File: config.mk
export PLATFORM = sky130hd
export DESIGN_NAME = adc_dma_ovr_mgr
export DESIGN_NICKNAME = d
export VERILOG_FILES = /design/src/rtl/adc_dma_pkg.sv /design/src/rtl/adc_dma_cfg.sv /design/src/rtl/adc_dma_flow.sv /design/src/rtl/adc_dma_ovr.sv /design/src/rtl/adc_dma_dreg.sv /design/src/rtl/adc_dma_ovr_mgr.sv
export SDC_FILE = /design/constraint.sdc
export NUM_CORES = 1
export LEC_CHECK = 0
export ABC_AREA = 1
export CAP_MARGIN = 0
export CORE_UTILIZATION = 42
export DETAILED_ROUTE_END_ITERATION = 8
export HOLD_SLACK_MARGIN = 0.1
export PLACE_DENSITY = 0.83
export SKIP_CTS_REPAIR_TIMING = 1
export SLEW_MARGIN = 25
export SYNTH_ARGS = -nofsm -noshare
export SYNTH_HDL_FRONTEND = slang
export SYNTH_SLANG_ARGS = --single-unit
File: constraint.sdc
create_clock -name clk_i -period 2.4 [get_ports clk_i]
set_clock_uncertainty 0.2 [all_clocks]
set_input_delay 0.48 -clock clk_i [delete_from_list [all_inputs] [get_ports clk_i]]
set_output_delay 0.48 -clock clk_i [all_outputs]
set_load 0.01 [all_outputs]
File: src/rtl/adc_dma_pkg.sv
package adc_dma_pkg;
  typedef enum logic {
    MODE_ONESHOT = 1'b0,
    MODE_CIRC    = 1'b1
  } dma_mode_e;

  typedef struct packed {
    logic      dma_en;
    dma_mode_e mode;
  } dma_cfg_t;

  localparam dma_cfg_t CFG_RST = '{dma_en: 1'b0, mode: MODE_ONESHOT};
endpackage

File: src/rtl/adc_dma_cfg.sv
module adc_dma_cfg
  import adc_dma_pkg::*;
(
  input  logic     clk_i,
  input  logic     rst_ni,
  input  logic     we_i,
  input  logic     busy_i,
  input  logic     en_i,
  input  logic     circ_i,
  output dma_cfg_t cfg_o,
  output logic     en_next_o,
  output logic     en_toggle_o
);
  dma_cfg_t cfg_q;
  logic     wr_ok;

  // writes land only while the converter is idle
  assign wr_ok = we_i & ~busy_i;

  always_ff @(posedge clk_i or negedge rst_ni) begin
    if (!rst_ni) cfg_q <= CFG_RST;
    else if (wr_ok) begin
      cfg_q.dma_en <= en_i;
      cfg_q.mode   <= dma_mode_e'(circ_i);
    end
  end

  assign cfg_o       = cfg_q;
  assign en_next_o   = wr_ok ? en_i : cfg_q.dma_en;
  assign en_toggle_o = wr_ok & (en_i != cfg_q.dma_en);
endmodule

File: src/rtl/adc_dma_flow.sv
module adc_dma_flow
  import adc_dma_pkg::*;
(
  input  logic     clk_i,
  input  logic     rst_ni,
  input  logic     conv_done_i,
  input  logic     dma_ack_i,
  input  logic     dma_eot_i,
  input  logic     start_i,
  input  dma_cfg_t cfg_i,
  input  logic     en_next_i,
  input  logic     en_toggle_i,
  input  logic     ovr_flag_i,
  output logic     req_o,
  output logic     abort_o,
  output logic     live_o,
  output logic     ovr_evt_o
);
  logic req_q, req_d;
  logic stop_q, abort_q;
  logic stop_evt, accept;

  assign stop_evt  = dma_eot_i & cfg_i.dma_en & (cfg_i.mode == MODE_ONESHOT) & ~stop_q;
  assign live_o    = conv_done_i & ~stop_q & ~stop_evt;
  assign ovr_evt_o = live_o & req_q & ~dma_ack_i;
  assign accept    = live_o & ~ovr_evt_o & cfg_i.dma_en & ~ovr_flag_i;

  always_comb begin
    req_d = req_q;
    if (stop_evt)       req_d = 1'b0;
    else if (accept)    req_d = 1'b1;
    else if (ovr_evt_o) req_d = 1'b0;
    else if (dma_ack_i) req_d = 1'b0;
    if (!en_next_i)     req_d = 1'b0;
  end

  always_ff @(posedge clk_i or negedge rst_ni) begin
    if (!rst_ni) begin
      req_q   <= 1'b0;
      stop_q  <= 1'b0;
      abort_q <= 1'b0;
    end else begin
      req_q   <= req_d;
      abort_q <= stop_evt;
      if (stop_evt)                            stop_q <= 1'b1;
      else if (stop_q & (start_i | en_toggle_i)) stop_q <= 1'b0;
    end
  end

  assign req_o   = req_q;
  assign abort_o = abort_q;
endmodule

File: src/rtl/adc_dma_ovr.sv
module adc_dma_ovr (
  input  logic clk_i,
  input  logic rst_ni,
  input  logic ovr_evt_i,
  input  logic clr_i,
  output logic flag_o
);
  logic flag_q;

  // a new overrun outranks the clear
  always_ff @(posedge clk_i or negedge rst_ni) begin
    if (!rst_ni)        flag_q <= 1'b0;
    else if (ovr_evt_i) flag_q <= 1'b1;
    else if (clr_i)     flag_q <= 1'b0;
  end

  assign flag_o = flag_q;
endmodule

File: src/rtl/adc_dma_dreg.sv
module adc_dma_dreg #(
  parameter int DATA_W = 16
) (
  input  logic              clk_i,
  input  logic              rst_ni,
  input  logic              live_i,
  input  logic              ovr_evt_i,
  input  logic              ovr_flag_i,
  input  logic              keep_i,
  input  logic [DATA_W-1:0] din_i,
  output logic [DATA_W-1:0] dout_o
);
  logic [DATA_W-1:0] data_q;
  logic              hold;

  assign hold = (ovr_evt_i | ovr_flag_i) & keep_i;

  always_ff @(posedge clk_i or negedge rst_ni) begin
    if (!rst_ni)              data_q <= '0;
    else if (live_i && !hold) data_q <= din_i;
  end

  assign dout_o = data_q;
endmodule

File: src/rtl/adc_dma_ovr_mgr.sv
module adc_dma_ovr_mgr
  import adc_dma_pkg::*;
#(
  parameter int DATA_W = 16
) (
  input  logic              clk_i,
  input  logic              rst_ni,
  input  logic              conv_done_i,
  input  logic [DATA_W-1:0] conv_data_i,
  input  logic              conv_busy_i,
  input  logic              start_i,
  input  logic              cfg_we_i,
  input  logic              cfg_dma_en_i,
  input  logic              cfg_circ_i,
  input  logic              ovr_keep_i,
  input  logic              ovr_clr_i,
  input  logic              dma_ack_i,
  input  logic              dma_eot_i,
  output logic              dma_req_o,
  output logic              ovr_flag_o,
  output logic              seq_abort_o,
  output logic [DATA_W-1:0] data_o
);
  dma_cfg_t cfg;
  logic     en_next, en_toggle, live, ovr_evt, ovr_flag;

  adc_dma_cfg u_cfg (
    .clk_i       (clk_i),
    .rst_ni      (rst_ni),
    .we_i        (cfg_we_i),
    .busy_i      (conv_busy_i),
    .en_i        (cfg_dma_en_i),
    .circ_i      (cfg_circ_i),
    .cfg_o       (cfg),
    .en_next_o   (en_next),
    .en_toggle_o (en_toggle)
  );

  adc_dma_flow u_flow (
    .clk_i       (clk_i),
    .rst_ni      (rst_ni),
    .conv_done_i (conv_done_i),
    .dma_ack_i   (dma_ack_i),
    .dma_eot_i   (dma_eot_i),
    .start_i     (start_i),
    .cfg_i       (cfg),
    .en_next_i   (en_next),
    .en_toggle_i (en_toggle),
    .ovr_flag_i  (ovr_flag),
    .req_o       (dma_req_o),
    .abort_o     (seq_abort_o),
    .live_o      (live),
    .ovr_evt_o   (ovr_evt)
  );

  adc_dma_ovr u_ovr (
    .clk_i     (clk_i),
    .rst_ni    (rst_ni),
    .ovr_evt_i (ovr_evt),
    .clr_i     (ovr_clr_i),
    .flag_o    (ovr_flag)
  );

  adc_dma_dreg #(.DATA_W(DATA_W)) u_dreg (
    .clk_i      (clk_i),
    .rst_ni     (rst_ni),
    .live_i     (live),
    .ovr_evt_i  (ovr_evt),
    .ovr_flag_i (ovr_flag),
    .keep_i     (ovr_keep_i),
    .din_i      (conv_data_i),
    .dout_o     (data_o)
  );

  assign ovr_flag_o = ovr_flag;
endmodule

---- Yosys cells after proc, flatten, opt, wreduce, memory -nomap -nowiden ----
Index checks and enable logic that the tools add are counted.
operators by class
  muxes and demuxes ....................... 10
  reductions and logical operators ........ 4
  bitwise logic cells ..................... 23
  eq/ne operators ......................... 2
operators with widths
  cell                                                    number
  bitwise AND 1 bit                                       14
  2-to-1 mux 1 bit                                        10
  inverter 1 bit                                          7
  inequality test 5 x 4 -> 1 bit (second input constant)  1
  nonzero test 2 bit                                      2
  bitwise OR 1 bit                                        2
  logical AND 1 bit                                       1
  logical NOT 1 bit                                       1
  inequality test 1 bit                                   1
storage, ports and cells
  output and inout bits ................... 19
  register bits after elaboration ......... 22
  logic and storage cells ................. 46

---- Logic depth before layout (Yosys ltp) ----
Gate-level depths: netlist (run 1).
  word-level depth ........................ 14
  mapped depth ............................ 10

---- By module ----
Synthesis (run 1) repeated with hierarchy kept, for this count alone.
unflattened totals
  cell total of the unflattened synthesis .. 117
  area, all modules ....................... 979.7 um^2
by module, submodules not included
  module        area an instance (um^2)  instances  cells an instance
  adc_dma_dreg  656.9                    1          70
  adc_dma_flow  170.2                    1          24
  adc_dma_cfg   112.6                    1          18
  adc_dma_ovr   40.0                     1          5

---- Worst setup path after synthesis (run 1) ----
No wires, ideal clock.
  path kind ............................... input to register
  start point ............................. input port dma_ack_i
  end point ............................... register u_dreg.data_q[0] (netlist: u_dreg.dout_o[0])
  arrival ................................. 1171 ps
  buffers on the path ..................... 1
  stages .................................. 7
  library setup time ...................... 117 ps
  slack ................................... 912 ps
  cells stage by stage .................... nor2_1 > nand3_2 > nand2_2 > nand2_4 > buf_4 > nand3_1 > nand2_1
on the way
  longest elaborated chain between the ends .. 6
ends and longest elaborated chain
  item                  RTL line               text
  start, declared       adc_dma_ovr_mgr.sv:17  input logic dma_ack_i,
  inverter 1 bit        adc_dma_flow.sv:25     assign ovr_evt_o = live_o & req_q & ~dma_ack_i;
  bitwise AND 1 bit     adc_dma_flow.sv:25
  bitwise OR 1 bit      adc_dma_dreg.sv:16     assign hold = (ovr_evt_i | ovr_flag_i) & keep_i;
  bitwise AND 1 bit     adc_dma_dreg.sv:16
  logical NOT 1 bit     adc_dma_dreg.sv:20     else if (live_i && !hold) data_q <= din_i;
  logical AND 1 bit     adc_dma_dreg.sv:20
  end signal, assigned  adc_dma_dreg.sv:20
  end, declared         adc_dma_dreg.sv:13     logic [DATA_W-1:0] data_q;
Every way passes these cells.
A chain may end at the register's enable or synchronous reset.

---- Final worst setup path (run 1) ----
  start point ............................. register u_dreg.data_q[5] (netlist: u_dreg.dout_o[5])
  end point ............................... output port data_o[5]
RTL lines
  item           RTL line               text
  end, declared  adc_dma_ovr_mgr.sv:22  output logic [DATA_W-1:0] data_o
No word-level cell between the ends.

==> run_results.csv, run 1 <==
group,metric,value,unit
run_status,status,"finished clean",
yosys,syn_area_per_cell,9.05,um2
timing,setup-violations-final,0,
global_route,antenna_found_initial,0,
yosys,synth-compound-area-share,0.0266,
setup_path,arrival,1.22,ns
yosys,ys_types,17,
setup_path,reg2regPathDepth,8,
die,die_area,2430,um2
die,die_w,49.3,um
die,chipHeight,49.3,um
clock_network,clk_pin_slew,0.12,ns
timing,grt_setup_unrepaired,"no",
clock_network,cts_root_buffer,"clkbuf_4",
setup_path,cp_data_required_time,1.72,ns
die,core,2040,um2
timing,finalCritPeriodShare,0.794,
layout,fill_cells,178,
detailed_routing,ant_nets,0,
timing,fin_crit,1.90,ns
timing,max_freq,525,MHz
detailed_routing,drc,0,
global_route,grt-ovfl-total,0,
yosys,ys_seq_elements,22,
yosys,synthMuxAreaShare,0.0120,
yosys,synth_cells,104,
timing,tightest_slew,0.277,ns
setup_path,crit_slowest_cell,"clkdlybuf4s50_1",
layout,fin_nets,182,
clock_network,htree_levels,1,
setup_path,crit_chain,"clkdlybuf4s50_1",
global_route,grt_max_degree,23,
setup_path,crit_family,"buffers and inverters",
detailed_routing,wl_per_cell,12.3,um
yosys,yosys_warnings,0,
detailed_routing,via_per_inst,4.84,
hold_path,hp-class,"flop to flop",
setup_path,cp-start-kind,"flop",
setup_path,cp_max_fo,2,
timing,finalSetupTns,0,ns
detailed_routing,drt_first_pass_iters,4,
flow_run,cap_violations,0,
timing,relSlewSlack,0.815,
yosys,synthesis.nets,132,
layout,final_util,0.710,
global_route,grt_pass1_wl,3660,um
layout,drive_gt1_frac,0.0789,
place,io_buffer_count,46,
layout,multi_input_area,333,um2
global_route,grt_pass1_vias,852,
yosys,netlist_area,941,um2
setup_path,r2r-end,"u_dreg.dout_o[13]",
place,dp_hpwl,1730,um
power_and_ir_drop,vdd_ir_drop_max,482,uV
setup_path,cpPeakStageDelay,0.56,ns
detailed_routing,dr_total_vias,866,
clock_network,cts.path.max_buffers,2,
die,num_rows,16,
yosys,synthAdderAreaFrac,0,
clock_network,clk_latency,0.29,ns
yosys,synth-xor-area-share,0.00931,
setup_path,rrSetupSlack,0.83,ns
setup_path,worstSetupPathDepth,1,
timing,slew_viol_final,0,
clock_network,cts-buffers-inserted,3,
layout,antenna_cells,0,
place,place_congestion,0.721,
layout,seqCellArea,551,um2
setup_path,critPathKind,"flop to primary output",
timing,final_hold_viol_count,0,
layout,syn2layout_area_growth,54.0,%
setup_path,r2r-start,"u_flow.stop_q",
hold_path,hold_depth,2,
yosys,yosysSeqAreaShare,0.585,
setup_path,crit_end,"data_o[5]",
die,start_util,0.461,
setup_path,endpoint_kind,"primary output",
detailed_routing,wirelength,2190,um
power_and_ir_drop,p_per_area,743,nW/um2
setup_path,crit_path_start,"u_dreg.dout_o[5]",
power_and_ir_drop,leakage,0.713,nW
die,io_pins,47,
clock_network,cts_num_sinks,22,
setup_path,worst-path-buf-inv,1,
detailed_routing,drt_iter0_markers,22,
clock_network,cts_tree,"yes",
global_route,grt_use_total,0.196,
yosys,synth_top_family_by_area,"simple AND/OR/NAND/NOR gates",
yosys,synthSimpleGateAreaFrac,0.306,
synthesized netlist by cell type:
cell      number  area share
o21ai_0        4       0.021
nand2_1       36        0.14
buf_2          1      0.0053
a21oi_1        1      0.0053
buf_4          1      0.0080
inv_2          1      0.0040
nand3b_1       1      0.0080
buf_6          1       0.012
inv_1          8       0.032
xnor2_1        1      0.0093
nand3_2        1       0.011
nand2_4        2       0.024
nand2_2        2       0.013
nand3_1       17       0.090
nor2_1         4       0.016
dfrtp_1       22        0.59
mux2_2         1       0.012
layout make-up:
| type | instances | share of cell area |
|---|---|---|
| flip-flops and latches | 22 | 0.380 |
| repair buffers | 48 | 0.328 |
| multi-input cells | 70 | 0.230 |
| inverters | 9 | 0.0233 |
| well taps | 27 | 0.0233 |
| clock buffers | 3 | 0.0155 |
flip-flops by register name (all words and copies together) (netlist names):
name	count
u_cfg.cfg_o	2
u_dreg.dout_o	16
u_flow.abort_o	1
u_flow.req_o	1
u_flow.stop_q	1
u_ovr.flag_o	1
worst min-delay path: cells and delay by family (launching register included):
kind,cells,cell delay (ns)
flip-flops,1,0.36
AND/OR/NAND/NOR,2,0.09
cells in the final DEF (no fill, tap or decap), drive strengths merged:
cell type,count
clkdlybuf4s50,46
nand2,40
dfrtp,22
nand3,18
inv,9
nor2,4
o21ai,4
clkbuf,3
buf,2
nand3b,1
a21oi,1
mux2,1
xnor2,1
layer usage:
| metal | track usage | routed length (um) |
|---|---|---|
| met2 | 0.358 | 1140 |
| met1 | 0.239 | 899 |
| met3 | 0.0405 | 147 |
| met4 | 0.0294 | 7 |
| met5 | 0 | 0 |
where the power goes:
part	switching, W	internal [W]	leakage [nW]	total, W
clock network	0.0000991	0.0000582	0.0138	0.000157
logic	0.000179	0.000231	0.426	0.000410
registers	0.0000501	0.000459	0.273	0.000509
total	0.000328	0.000748	0.713	0.00108
stage by stage:
step | cell area (um2) | total power [W] | worst slack [ns] | hold slack, ns | std cells
floorplan | 941 | 0.000684 | 0.912 | -0.0156 | 104
global placement | 1430 | 0.000915 | 0.383 | 0.254 | 176
detailed placement | 1430 | 0.000929 | 0.309 | 0.259 | 176
CTS | 1450 | 0.00108 | 0.501 | 0.287 | 179
global route | 1450 | 0.00114 | 0.457 | 0.310 | 179
finish | 1450 | 0.00108 | 0.495 | 0.283 | 179
logic make-up (layout without fill, tap and decap cells):
kind of cell	Yosys count	in the layout
AOI/OAI and AO/OA	5	5
xor gates and xnor gates	1	1
buffers and inverters	12	60
DFF	22	22
muxes	1	1
and+or+nand+nor	63	63
how the worst min path moves through the flow:
stage                            startpoint           endpoint  slack (ns)
final                     u_dreg.dout_o[10]  u_dreg.dout_o[10]        0.28
after CTS                  u_dreg.dout_o[9]   u_dreg.dout_o[9]        0.29
after global routing       u_dreg.dout_o[3]   u_dreg.dout_o[3]        0.31
after floorplan                      rst_ni     u_cfg.cfg_o[0]       -0.02
after global placement     u_dreg.dout_o[8]   u_dreg.dout_o[8]        0.25
after detailed placement   u_dreg.dout_o[9]   u_dreg.dout_o[9]        0.26
Note: power is estimated with default switching activity, not from simulation.
==> inputs of run 2 (changes only) <==
- CORE_UTILIZATION: 42 -> 35
- PLACE_DENSITY: 0.83 -> 0.74
- clock period: 2.4 -> 1.5 ns (I/O delays scaled with it)
==> run_results.csv, run 2 (synthesized netlist as in run 1, its figures left out) <==
group,metric,value,unit
run_status,status,"finished clean",
power_and_ir_drop,leakage,1.01,nW
setup_path,r2r-start,"u_flow.stop_q",
clock_network,htree_levels,1,
layout,final_common_cell,"nand2_1",
die,start_util,0.376,
setup_path,rrSetupSlack,0.05,ns
timing,grt_setup_unrepaired,"yes",
die,die_area,2900,um2
global_route,grt-ovfl-total,0,
timing,slew_viol_final,0,
detailed_routing,ant_nets,0,
global_route,grt_pass1_vias,854,
detailed_routing,wl_per_cell,12.4,um
hold_path,hp-class,"primary input to async pin",
detailed_routing,drt_iter0_markers,21,
setup_path,arrival,1.49,ns
detailed_routing,drt_first_pass_iters,4,
timing,finalSetupTns,0,ns
global_route,grt_max_degree,23,
setup_path,crit_family,"buffers and inverters",
global_route,grt_pass1_wl,3480,um
clock_network,cts_tree,"yes",
setup_path,r2r-end,"u_dreg.dout_o[14]",
timing,fin_crit,1.49,ns
layout,drive_gt1_frac,0.176,
layout,fill_cells,211,
power_and_ir_drop,p_per_area,1110,nW/um2
global_route,grt_use_total,0.169,
power_and_ir_drop,vdd_ir_drop_max,661,uV
setup_path,cp-start-kind,"primary input",
setup_path,cp_max_fo,10,
layout,fin_nets,188,
setup_path,crit_chain,"clkdlybuf4s50_1, inv_1, nor2_2, nand3_2, nand2_2, nand2_4, buf_12, nand3_1, nand2_1",
layout,final_cell_mix,"nand2_1, clkdlybuf4s50_1, dfrtp_1, dlymetal6s2s_1, nand3_1",
place,dp_hpwl,1780,um
timing,tightest_slew,0.276,ns
timing,finalCritPeriodShare,0.990,
layout,syn2layout_area_growth,74.6,%
setup_path,cpPeakStageDelay,0.46,ns
timing,setup-violations-final,0,
place,io_buffer_count,46,
clock_network,clk_pin_slew,0.12,ns
die,num_rows,18,
layout,largest_reg_flops,16,
timing,final_hold_viol_count,0,
clock_network,clk_latency,0.30,ns
detailed_routing,dr_total_vias,896,
detailed_routing,via_per_inst,4.74,
flow_run,cap_violations,0,
setup_path,reg2regPathDepth,8,
layout,antenna_cells,0,
clock_network,cts-buffers-inserted,3,
setup_path,endpoint_kind,"flop",
setup_path,critPathKind,"primary input to flop",
setup_path,crit_slowest_cell,"clkdlybuf4s50_1",
setup_path,worst-path-buf-inv,3,
die,core,2500,um2
detailed_routing,wirelength,2340,um
detailed_routing,drc,0,
die,io_pins,47,
global_route,antenna_found_initial,0,
clock_network,cts_root_buffer,"clkbuf_4",
clock_network,cts_num_sinks,22,
setup_path,cp_data_required_time,1.50,ns
timing,max_freq,673,MHz
die,die_w,53.9,um
die,chipHeight,53.9,um
place,place_congestion,0.807,
timing,relSlewSlack,0.816,
clock_network,cts.path.max_buffers,2,
power_and_ir_drop,power,0.00183,W
-- run 2: cell count changes in the layout (fill, tap and decap cells not counted), sizes merged --
cell,previous run,this run
clkdlybuf4s50,46,27
clkbuf,3,4
dlymetal6s2s,0,19
buf,2,8
-- run 2: worst register-to-register path: stages, from the launching register on --
cell and delay, ns:
dfrtp_1 0.43, nor2_2 0.13, nand2_2 0.09, nand3_2 0.07, nand2_2 0.06, nand2_4 0.12
nand2_8 0.11, nand2_1 0.09, nand2_1 0.06
-- run 2: worst max path at each step --
stage,start,endpoint,slack (ns),cells past startpoint
3_5_place_dp,conv_done_i,u_dreg.dout_o[1],-0.36,9
4_1_cts,u_dreg.dout_o[0],data_o[0],-0.23,1
5_1_grt,u_cfg.cfg_o[1],u_dreg.dout_o[14],-0.07,9
2_1_floorplan,u_flow.req_o,u_dreg.dout_o[0],0.08,8
3_3_place_gp,conv_done_i,u_dreg.dout_o[13],-0.30,9
6_report,conv_done_i,u_dreg.dout_o[14],0.01,9
-- run 2: cell type report --
cell class	count	area (um2)	share of cell area
clock buffers	4	36.3	0.0221
flip-flops and latches	22	551	0.335
well taps	30	37.5	0.0228
multi-input cells	70	379	0.231
repair buffers	54	606	0.369
inverters	9	33.8	0.0206
-- run 2: routing by layer --
metal  vias to the layer above  wire [um]  global-route usage
met5                         -          0                   0
met1                       415        860               0.181
met2                        40       1280               0.317
met4                         0          0              0.0570
li1                        441          -                   -
met3                         0        201              0.0395
-- run 2: report_power, final --
group          internal (W)  leakage [nW]  switching, W
sequential         0.000734         0.273     0.0000762
combinational      0.000388         0.716      0.000314
clock              0.000148        0.0210      0.000171
-- run 2: through the flow --
step,cell area (um2),hold WS [ns],util,cells,worst slack [ns]
final,1640,0.137,0.657,189,0.0144
after global routing,1640,0.155,0.657,189,-0.0730
after CTS,1530,0.139,0.614,187,-0.235
after detailed placement,1500,0.261,0.599,183,-0.356
after global placement,1500,0.252,0.599,183,-0.296
after floorplan,941,-0.196,-,104,0.0844
